--- src/rtl/mpd_pkg.sv ---
package mpd_pkg;

    localparam int OP_W   = 4;
    localparam int PROD_W = 2 * OP_W;
    localparam int NDIG   = 3;
    localparam int DIG_W  = 4;
    localparam int SEG_W  = 7;

    typedef logic [DIG_W-1:0] digit_t;
    typedef logic [SEG_W-1:0] seg_t;

    // Active-high segments: bit 0 = a ... bit 6 = g.
    // Codes 10 to 15 are not decimal digits and are shown dark.
    function automatic seg_t digit_to_seg(digit_t d);
        seg_t s;
        case (d)
            4'd0:    s = 7'h3F;
            4'd1:    s = 7'h06;
            4'd2:    s = 7'h5B;
            4'd3:    s = 7'h4F;
            4'd4:    s = 7'h66;
            4'd5:    s = 7'h6D;
            4'd6:    s = 7'h7D;
            4'd7:    s = 7'h07;
            4'd8:    s = 7'h7F;
            4'd9:    s = 7'h6F;
            default: s = 7'h00;
        endcase
        return s;
    endfunction

endpackage

--- src/rtl/mpd_mult.sv ---
module mpd_mult #(
    parameter int OP_W = 4,
    localparam int PROD_W = 2 * OP_W
) (
    input  logic [OP_W-1:0]   a,
    input  logic [OP_W-1:0]   b,
    output logic [PROD_W-1:0] p
);
    always_comb begin
        p = PROD_W'(a) * PROD_W'(b);
    end
endmodule

--- src/rtl/mpd_bcd_conv.sv ---
module mpd_bcd_conv #(
    parameter int BIN_W = 8,
    parameter int NDIG  = 3,
    localparam int CNT_W = $clog2(BIN_W + 1),
    localparam int WRK_W = NDIG * 4 + BIN_W
) (
    input  logic                 clk,
    input  logic                 rst,
    input  logic                 load,
    input  logic [BIN_W-1:0]     bin,
    output logic [NDIG-1:0][3:0] digits,
    output logic                 busy,
    output logic                 done
);
    localparam logic [CNT_W-1:0] LAST = CNT_W'(BIN_W - 1);

    typedef struct packed {
        logic                 busy;
        logic                 done;
        logic [CNT_W-1:0]     cnt;
        logic [BIN_W-1:0]     sh;
        logic [NDIG-1:0][3:0] work;
        logic [NDIG-1:0][3:0] res;
    } conv_st_t;

    conv_st_t st_d, st_q;
    logic [NDIG-1:0][3:0] adj;
    logic [WRK_W-1:0]     shifted;

    // One add-3 correction cell for each decimal digit.
    for (genvar g = 0; g < NDIG; g++) begin : g_adj
        always_comb begin
            adj[g] = (st_q.work[g] >= 4'd5) ? st_q.work[g] + 4'd3 : st_q.work[g];
        end
    end

    always_comb begin
        shifted = {adj, st_q.sh} << 1;
    end

    always_comb begin
        st_d      = st_q;
        st_d.done = 1'b0;
        if (st_q.busy) begin
            st_d.work = shifted[WRK_W-1:BIN_W];
            st_d.sh   = shifted[BIN_W-1:0];
            st_d.cnt  = st_q.cnt + 1'b1;
            if (st_q.cnt == LAST) begin
                st_d.busy = 1'b0;
                st_d.done = 1'b1;
                st_d.res  = shifted[WRK_W-1:BIN_W];
            end
        end else if (load) begin
            st_d.busy = 1'b1;
            st_d.cnt  = '0;
            st_d.sh   = bin;
            st_d.work = '0;
        end
    end

    always_ff @(posedge clk) begin
        if (rst) st_q <= '0;
        else     st_q <= st_d;
    end

    assign digits = st_q.res;
    assign busy   = st_q.busy;
    assign done   = st_q.done;
endmodule

--- src/rtl/mpd_seg_dec.sv ---
module mpd_seg_dec
    import mpd_pkg::*;
(
    input  digit_t digit,
    input  logic   blank,
    output seg_t   seg
);
    always_comb begin
        seg = blank ? '0 : digit_to_seg(digit);
    end
endmodule

--- src/rtl/dec_product_display.sv ---
module dec_product_display
    import mpd_pkg::*;
#(
    parameter int OPW = OP_W,
    localparam int PW = 2 * OPW
) (
    input  logic           clk,
    input  logic           rst,
    input  logic           start,
    input  logic [OPW-1:0] op_a,
    input  logic [OPW-1:0] op_b,
    output logic [6:0]     seg_hund,
    output logic [6:0]     seg_tens,
    output logic [6:0]     seg_ones,
    output logic [PW-1:0]  product,
    output logic           valid
);
    typedef struct packed {
        logic [PW-1:0] prod;
    } top_st_t;

    top_st_t top_d, top_q;
    logic [PW-1:0]        prod_comb;
    logic                 conv_busy;
    logic                 conv_done;
    logic                 accept;
    logic [NDIG-1:0][3:0] bcd_digits;
    logic [NDIG-1:0][6:0] segs;

    mpd_mult #(.OP_W(OPW)) u_mult (
        .a (op_a),
        .b (op_b),
        .p (prod_comb)
    );

    assign accept = start && !conv_busy;

    always_comb begin
        top_d = top_q;
        if (accept) top_d.prod = prod_comb;
    end

    always_ff @(posedge clk) begin
        if (rst) top_q <= '0;
        else     top_q <= top_d;
    end

    mpd_bcd_conv #(.BIN_W(PW), .NDIG(NDIG)) u_conv (
        .clk    (clk),
        .rst    (rst),
        .load   (accept),
        .bin    (prod_comb),
        .digits (bcd_digits),
        .busy   (conv_busy),
        .done   (conv_done)
    );

    // Only the most significant digit is blanked when it is zero.
    for (genvar g = 0; g < NDIG; g++) begin : g_seg
        logic blank;
        assign blank = (g == NDIG - 1) && (bcd_digits[g] == 4'd0);
        mpd_seg_dec u_dec (
            .digit (bcd_digits[g]),
            .blank (blank),
            .seg   (segs[g])
        );
    end

    assign seg_ones = segs[0];
    assign seg_tens = segs[1];
    assign seg_hund = segs[NDIG-1];
    assign product  = top_q.prod;
    assign valid    = conv_done;
endmodule

--- config.mk ---
export PLATFORM = sky130hd
export DESIGN_NAME = dec_product_display
export DESIGN_NICKNAME = d
export VERILOG_FILES = /design/src/rtl/mpd_pkg.sv /design/src/rtl/mpd_mult.sv /design/src/rtl/mpd_bcd_conv.sv /design/src/rtl/mpd_seg_dec.sv /design/src/rtl/dec_product_display.sv
export SDC_FILE = /design/constraint.sdc
export NUM_CORES = 1
export LEC_CHECK = 0
export ABC_AREA = 0
export BUFFER_PORTS_ARGS = -buffer_cell sky130_fd_sc_hd__buf_2
export CAP_MARGIN = 10
export CORE_UTILIZATION = 44
export CTS_CLUSTER_SIZE = 10
export DETAILED_ROUTE_END_ITERATION = 12
export PLACE_DENSITY = 0.65
export SETUP_SLACK_MARGIN = 0.5
export SYNTH_ARGS = -nofsm -noshare
export SYNTH_HDL_FRONTEND = slang
export SYNTH_SLANG_ARGS = --single-unit
export TNS_END_PERCENT = 5
--- constraint.sdc ---
create_clock -name clk -period 2.3 [get_ports clk]
set_input_delay 0.115 -clock clk [delete_from_list [all_inputs] [get_ports clk]]
set_output_delay 0.115 -clock clk [all_outputs]
set_load 0.02 [all_outputs]
==> report_table.html <==
<table>
<tr><th>Metric</th><th>Value</th></tr>
<tr><th colspan="2">Synth</th></tr>
<tr><td>Dominant combinational cell family by area after synthesis</td><td>simple AND/OR/NAND/NOR gates</td></tr>
<tr><td>Number of enable-type register cells in the synthesized netlist</td><td>0</td></tr>
<tr><td>Cells after Synth</td><td>432</td></tr>
<tr><td>Warning count from the yosys run</td><td>0</td></tr>
<tr><td>Synthesized-area fraction occupied by ao, oa, aoi and oai cells</td><td>20.1%</td></tr>
<tr><td>Register bit count reported by yosys</td><td>67</td></tr>
<tr><td>Share of synthesized flip-flops with an asynchronous set or reset</td><td>0%</td></tr>
<tr><td>Synth Area per Inst</td><td>roughly 8.6 sq um</td></tr>
<tr><td>XOR/XNOR Fraction of Synth Area</td><td>less than 1%</td></tr>
<tr><td>Mux contribution to synthesized area</td><td>1.62%</td></tr>
<tr><td>Post-Synth Simple-Gate Area</td><td>21.2%</td></tr>
<tr><td>Part of the Yosys area used for sequential elements</td><td>36.1%</td></tr>
<tr><td>Share of synthesized cell area in full adder, half adder and majority cells</td><td>14.6%</td></tr>
<tr><td>Syn Nets</td><td>484</td></tr>
<tr><td>Most frequently used flop master after synthesis</td><td>dfxtp_1</td></tr>
<tr><td>Count of different cell masters after synthesis</td><td>50</td></tr>
<tr><td>Area of the mapped netlist</td><td>about 3700 sq um</td></tr>
<tr><th colspan="2">Timing</th></tr>
<tr><td>Worst slew pin tran</td><td>635 ps</td></tr>
<tr><td>Worst clock skew on the final layout</td><td>11.0 ps</td></tr>
<tr><td>Final Hold Slack</td><td>50.4 ps</td></tr>
<tr><td>Setup repair after global routing missed its margin</td><td>yes</td></tr>
<tr><td>Fmax</td><td>about 460 MHz</td></tr>
<tr><td>Min Tclk post-route</td><td>2190 ps</td></tr>
<tr><td>Number of max-slew violations in the final report</td><td>0</td></tr>
<tr><td>Worst slew margin relative to its limit</td><td>between 50% and 60%</td></tr>
<tr><td>Share of the cycle needed by the critical path after routing</td><td>95.4%</td></tr>
<tr><td>Final hold violation count</td><td>0</td></tr>
<tr><td>Final setup violation count</td><td>0</td></tr>
<tr><th colspan="2">CTS</th></tr>
<tr><td>Cts-stage hold buffer count</td><td>0</td></tr>
<tr><td>Buffers from clock root to sink, at most</td><td>2</td></tr>
<tr><td>Number of clock buffers inserted by TritonCTS</td><td>9</td></tr>
<tr><td>CTS root buf</td><td>clkbuf_8</td></tr>
<tr><td>Clock latency of the later-clocked register in the worst-skew pair</td><td>360 ps</td></tr>
<tr><td>Clock tree from TritonCTS</td><td>built</td></tr>
<tr><td>Clock-pin slew reported for the worst setup and hold paths after clock tree synthesis</td><td>80 ps</td></tr>
<tr><td>TritonCTS Sinks</td><td>67</td></tr>
<tr><td>Number of levels the H-tree was split into</td><td>3</td></tr>
<tr><th colspan="2">Critical path</th></tr>
<tr><td>CP Data Required Time</td><td>2550 ps</td></tr>
<tr><td>Signal arrival time at the worst endpoint</td><td>2440 ps</td></tr>
<tr><td>Most Frequent Cell on Critical Path</td><td>buf_4</td></tr>
<tr><td>Critical setup path kind</td><td>register to register</td></tr>
<tr><td>Cell-by-cell trace of the critical path</td><td>inv_4, ha_4, or3b_4, o211ai_1, buf_4, buf_4, buf_4, buf_4, buf_4, buf_4, buf_4, nand3_1, o31a_1, nor2_1</td></tr>
<tr><td>Critical-path top delay cell</td><td>dfxtp_4</td></tr>
<tr><td>Delay of the slowest critical-path stage</td><td>400 ps</td></tr>
<tr><td>Category of the worst setup path launch point</td><td>register</td></tr>
<tr><td>Reg2reg setup slack</td><td>110 ps</td></tr>
<tr><td>Crit path buffers/inverters</td><td>8</td></tr>
<tr><td>CP top delay family</td><td>buffers and inverters</td></tr>
<tr><td>Crit. End Element</td><td>register</td></tr>
<tr><td>Worst-path fanout max</td><td>4</td></tr>
<tr><th colspan="2">Finish</th></tr>
<tr><td>Core Util, Final</td><td>approximately three fifths</td></tr>
<tr><td>Final instance count without filler cells</td><td>642</td></tr>
<tr><td>Share of cells above drive strength 1</td><td>33.0%</td></tr>
<tr><td>Total Nets Final</td><td>a little under 600</td></tr>
<tr><td>N_diodes</td><td>0</td></tr>
<tr><td>Area delta synth-&gt;final</td><td>33.4%</td></tr>
<tr><th colspan="2">Floorplanning</th></tr>
<tr><td>Area of the die</td><td>8810 sq um</td></tr>
<tr><td>Width of the die</td><td>93.9 um</td></tr>
<tr><td>Die Height</td><td>93.9 um</td></tr>
<tr><td>Starting utilization of the core area</td><td>45.4%</td></tr>
<tr><td>Standard-cell rows</td><td>33</td></tr>
<tr><td>I/O Pins</td><td>around 40</td></tr>
<tr><td>Core footprint</td><td>8180 sq um</td></tr>
<tr><th colspan="2">Place</th></tr>
<tr><td>Number of instances in the placed design</td><td>615</td></tr>
<tr><td>Input/output buffers</td><td>40</td></tr>
<tr><td>Final RePlAce weighted congestion</td><td>0.823</td></tr>
<tr><td>Half-perimeter wire length of the detailed placement result</td><td>5930 um</td></tr>
<tr><th colspan="2">Routing</th></tr>
<tr><td>Vias per cell</td><td>5.21</td></tr>
<tr><td>DR DRC count</td><td>0</td></tr>
<tr><td>Initial detailed-routing violation count</td><td>between 100 and 150</td></tr>
<tr><td>Drt first pass iters</td><td>4</td></tr>
<tr><td>Count of antenna-violating nets left after detailed routing</td><td>0</td></tr>
<tr><td>Detailed-route wire length per cell</td><td>13.4 um</td></tr>
<tr><td>Routed wire length</td><td>8610 um</td></tr>
<tr><td>Overall via count from detail_route</td><td>between 3000 and 4000</td></tr>
<tr><th colspan="2">GRT</th></tr>
<tr><td>Global router's overall resource usage</td><td>approximately a fifth</td></tr>
<tr><td>GRT overflow</td><td>0</td></tr>
<tr><td>Pin count of the biggest net entering global routing</td><td>51</td></tr>
<tr><td>Via count of the first global-routing pass</td><td>3274</td></tr>
<tr><td>Wire length of the first global-routing pass</td><td>14700 um</td></tr>
<tr><td>Antenna violations before repair</td><td>0</td></tr>
<tr><th colspan="2">Run</th></tr>
<tr><td>Count of maximum capacitance violations</td><td>0</td></tr>
<tr><th colspan="2">Pwr</th></tr>
<tr><td>Total power</td><td>2.67 mW</td></tr>
<tr><td>Maximum vdd drop</td><td>0.384 mV</td></tr>
<tr><td>Static leakage</td><td>roughly 2.2 nW</td></tr>
<tr><td>Power Dens Cells</td><td>539 nW/um^2</td></tr>
<tr><th colspan="2">Run status</th></tr>
<tr><td>Status</td><td>finished clean</td></tr>
<tr><th colspan="2">Hold path</th></tr>
<tr><td>Kind of path behind the tightest hold check</td><td>input port to register</td></tr>
</table>
-- synthesized netlist by cell type (all sizes together), types with 3 or more instances --
master	instances	share of area, %
a211o	3	0.71
a211oi	8	1.6
a21o	3	0.61
a21oi	30	4.1
a221oi	3	0.71
a31oi	6	1.0
and2	13	2.2
buf	6	0.77
clkbuf	16	1.6
dfxtp	67	36
fa	4	2.2
ha	37	12
inv	37	3.7
mux2i	6	1.6
nand2	33	3.3
nand2b	7	1.2
nand3	15	2.0
nor2	26	2.6
nor2b	14	2.4
nor3	13	1.8
nor3b	12	2.4
o21a	5	1.0
o21ai	23	3.1
o311ai	10	2.4
o32a	3	1.1
or3	8	1.3
or3b	4	0.94
-- cell families after synthesis --
family | count (synthesis)
AND/OR/NAND/NOR | 149
AO/OA/AOI/OAI | 109
flip-flops | 67
buffers and inverters | 59
adder cells (fa/ha/maj) | 41
multiplexers | 6
XOR/XNOR | 1
-- worst min-delay path: cells and delay by family --
| family | cells | cell delay, ps |
|---|---|---|
| compound gates | 1 | 50 |
| simple gates | 1 | 80 |
| buf+inv | 1 | 120 |
-- worst paths after layout --
check             startpoint              end  cells past startpoint
min                  op_b[0]       product[0]                      3
max          u_conv.st_q[20]  u_conv.st_q[21]                     14
min reg2reg       product[5]       product[5]                      2
max reg2reg  u_conv.st_q[20]  u_conv.st_q[21]                     14
-- cell usage in the layout, fill, tap and decap left out, types with 4 or more instances in the layout --
master	count
a211oi_1	6
a21oi_1	28
a31oi_1	6
and2_1	12
buf_2	36
buf_4	71
clkbuf_8	9
dfxtp_1	62
dfxtp_2	4
ha_1	30
ha_4	5
inv_1	30
inv_2	5
mux2i_1	6
nand2_1	30
nand2b_1	5
nand3_1	14
nor2_1	26
nor2b_1	12
nor3_1	12
nor3b_1	12
o21a_1	5
o21ai_0	16
o21ai_2	5
o311ai_1	8
or3_1	5
-- stage by stage --
step | setup TNS [ps] | cell area (sq um) | setup slack [ps]
2_1_floorplan | -77.8 | 3750 | -46.8
3_3_place_gp | -1950 | 4440 | -296
3_5_place_dp | -2660 | 4440 | -408
4_1_cts | 0 | 4910 | 141
5_1_grt | 0 | 4960 | 25.3
6_report | 0 | 4960 | 105
-- area by class of cell --
| cell class | count | area (sq um) |
|---|---|---|
| fillers | 743 | 3220 |
| multi-input cells | 306 | 2350 |
| flip-flops and latches | 67 | 1350 |
| repair buffers | 111 | 766 |
| inverters | 37 | 144 |
| well taps | 105 | 131 |
| clock buffers | 10 | 128 |
| clock inverters | 6 | 90.1 |
-- power by group --
part / leakage [nW] / internal (mW) / switching, mW / total [mW]
combinational: 1.53 / 0.166 / 0.191 / 0.357
clock: 0.106 / 0.612 / 0.501 / 1.11
sequential: 0.546 / 1.18 / 0.0162 / 1.20
total: 2.18 / 1.96 / 0.708 / 2.67
-- routing by layer --
layer	global-route usage, %	wire length [um]	up-vias
met5	0	0	-
met4	10.5	208	0
met3	3.24	209	14
met2	36.3	4020	57
met1	26.1	4170	1560
li1	-	-	1714
-- repair_timing --
item                                    in CTS  in global routing
endpoints found under the setup margin      33                 35
resized for setup                           50                 18
pin swaps                                   13                  5
setup buffers                               11                  0
Note: power is estimated with default switching activity, not from simulation.
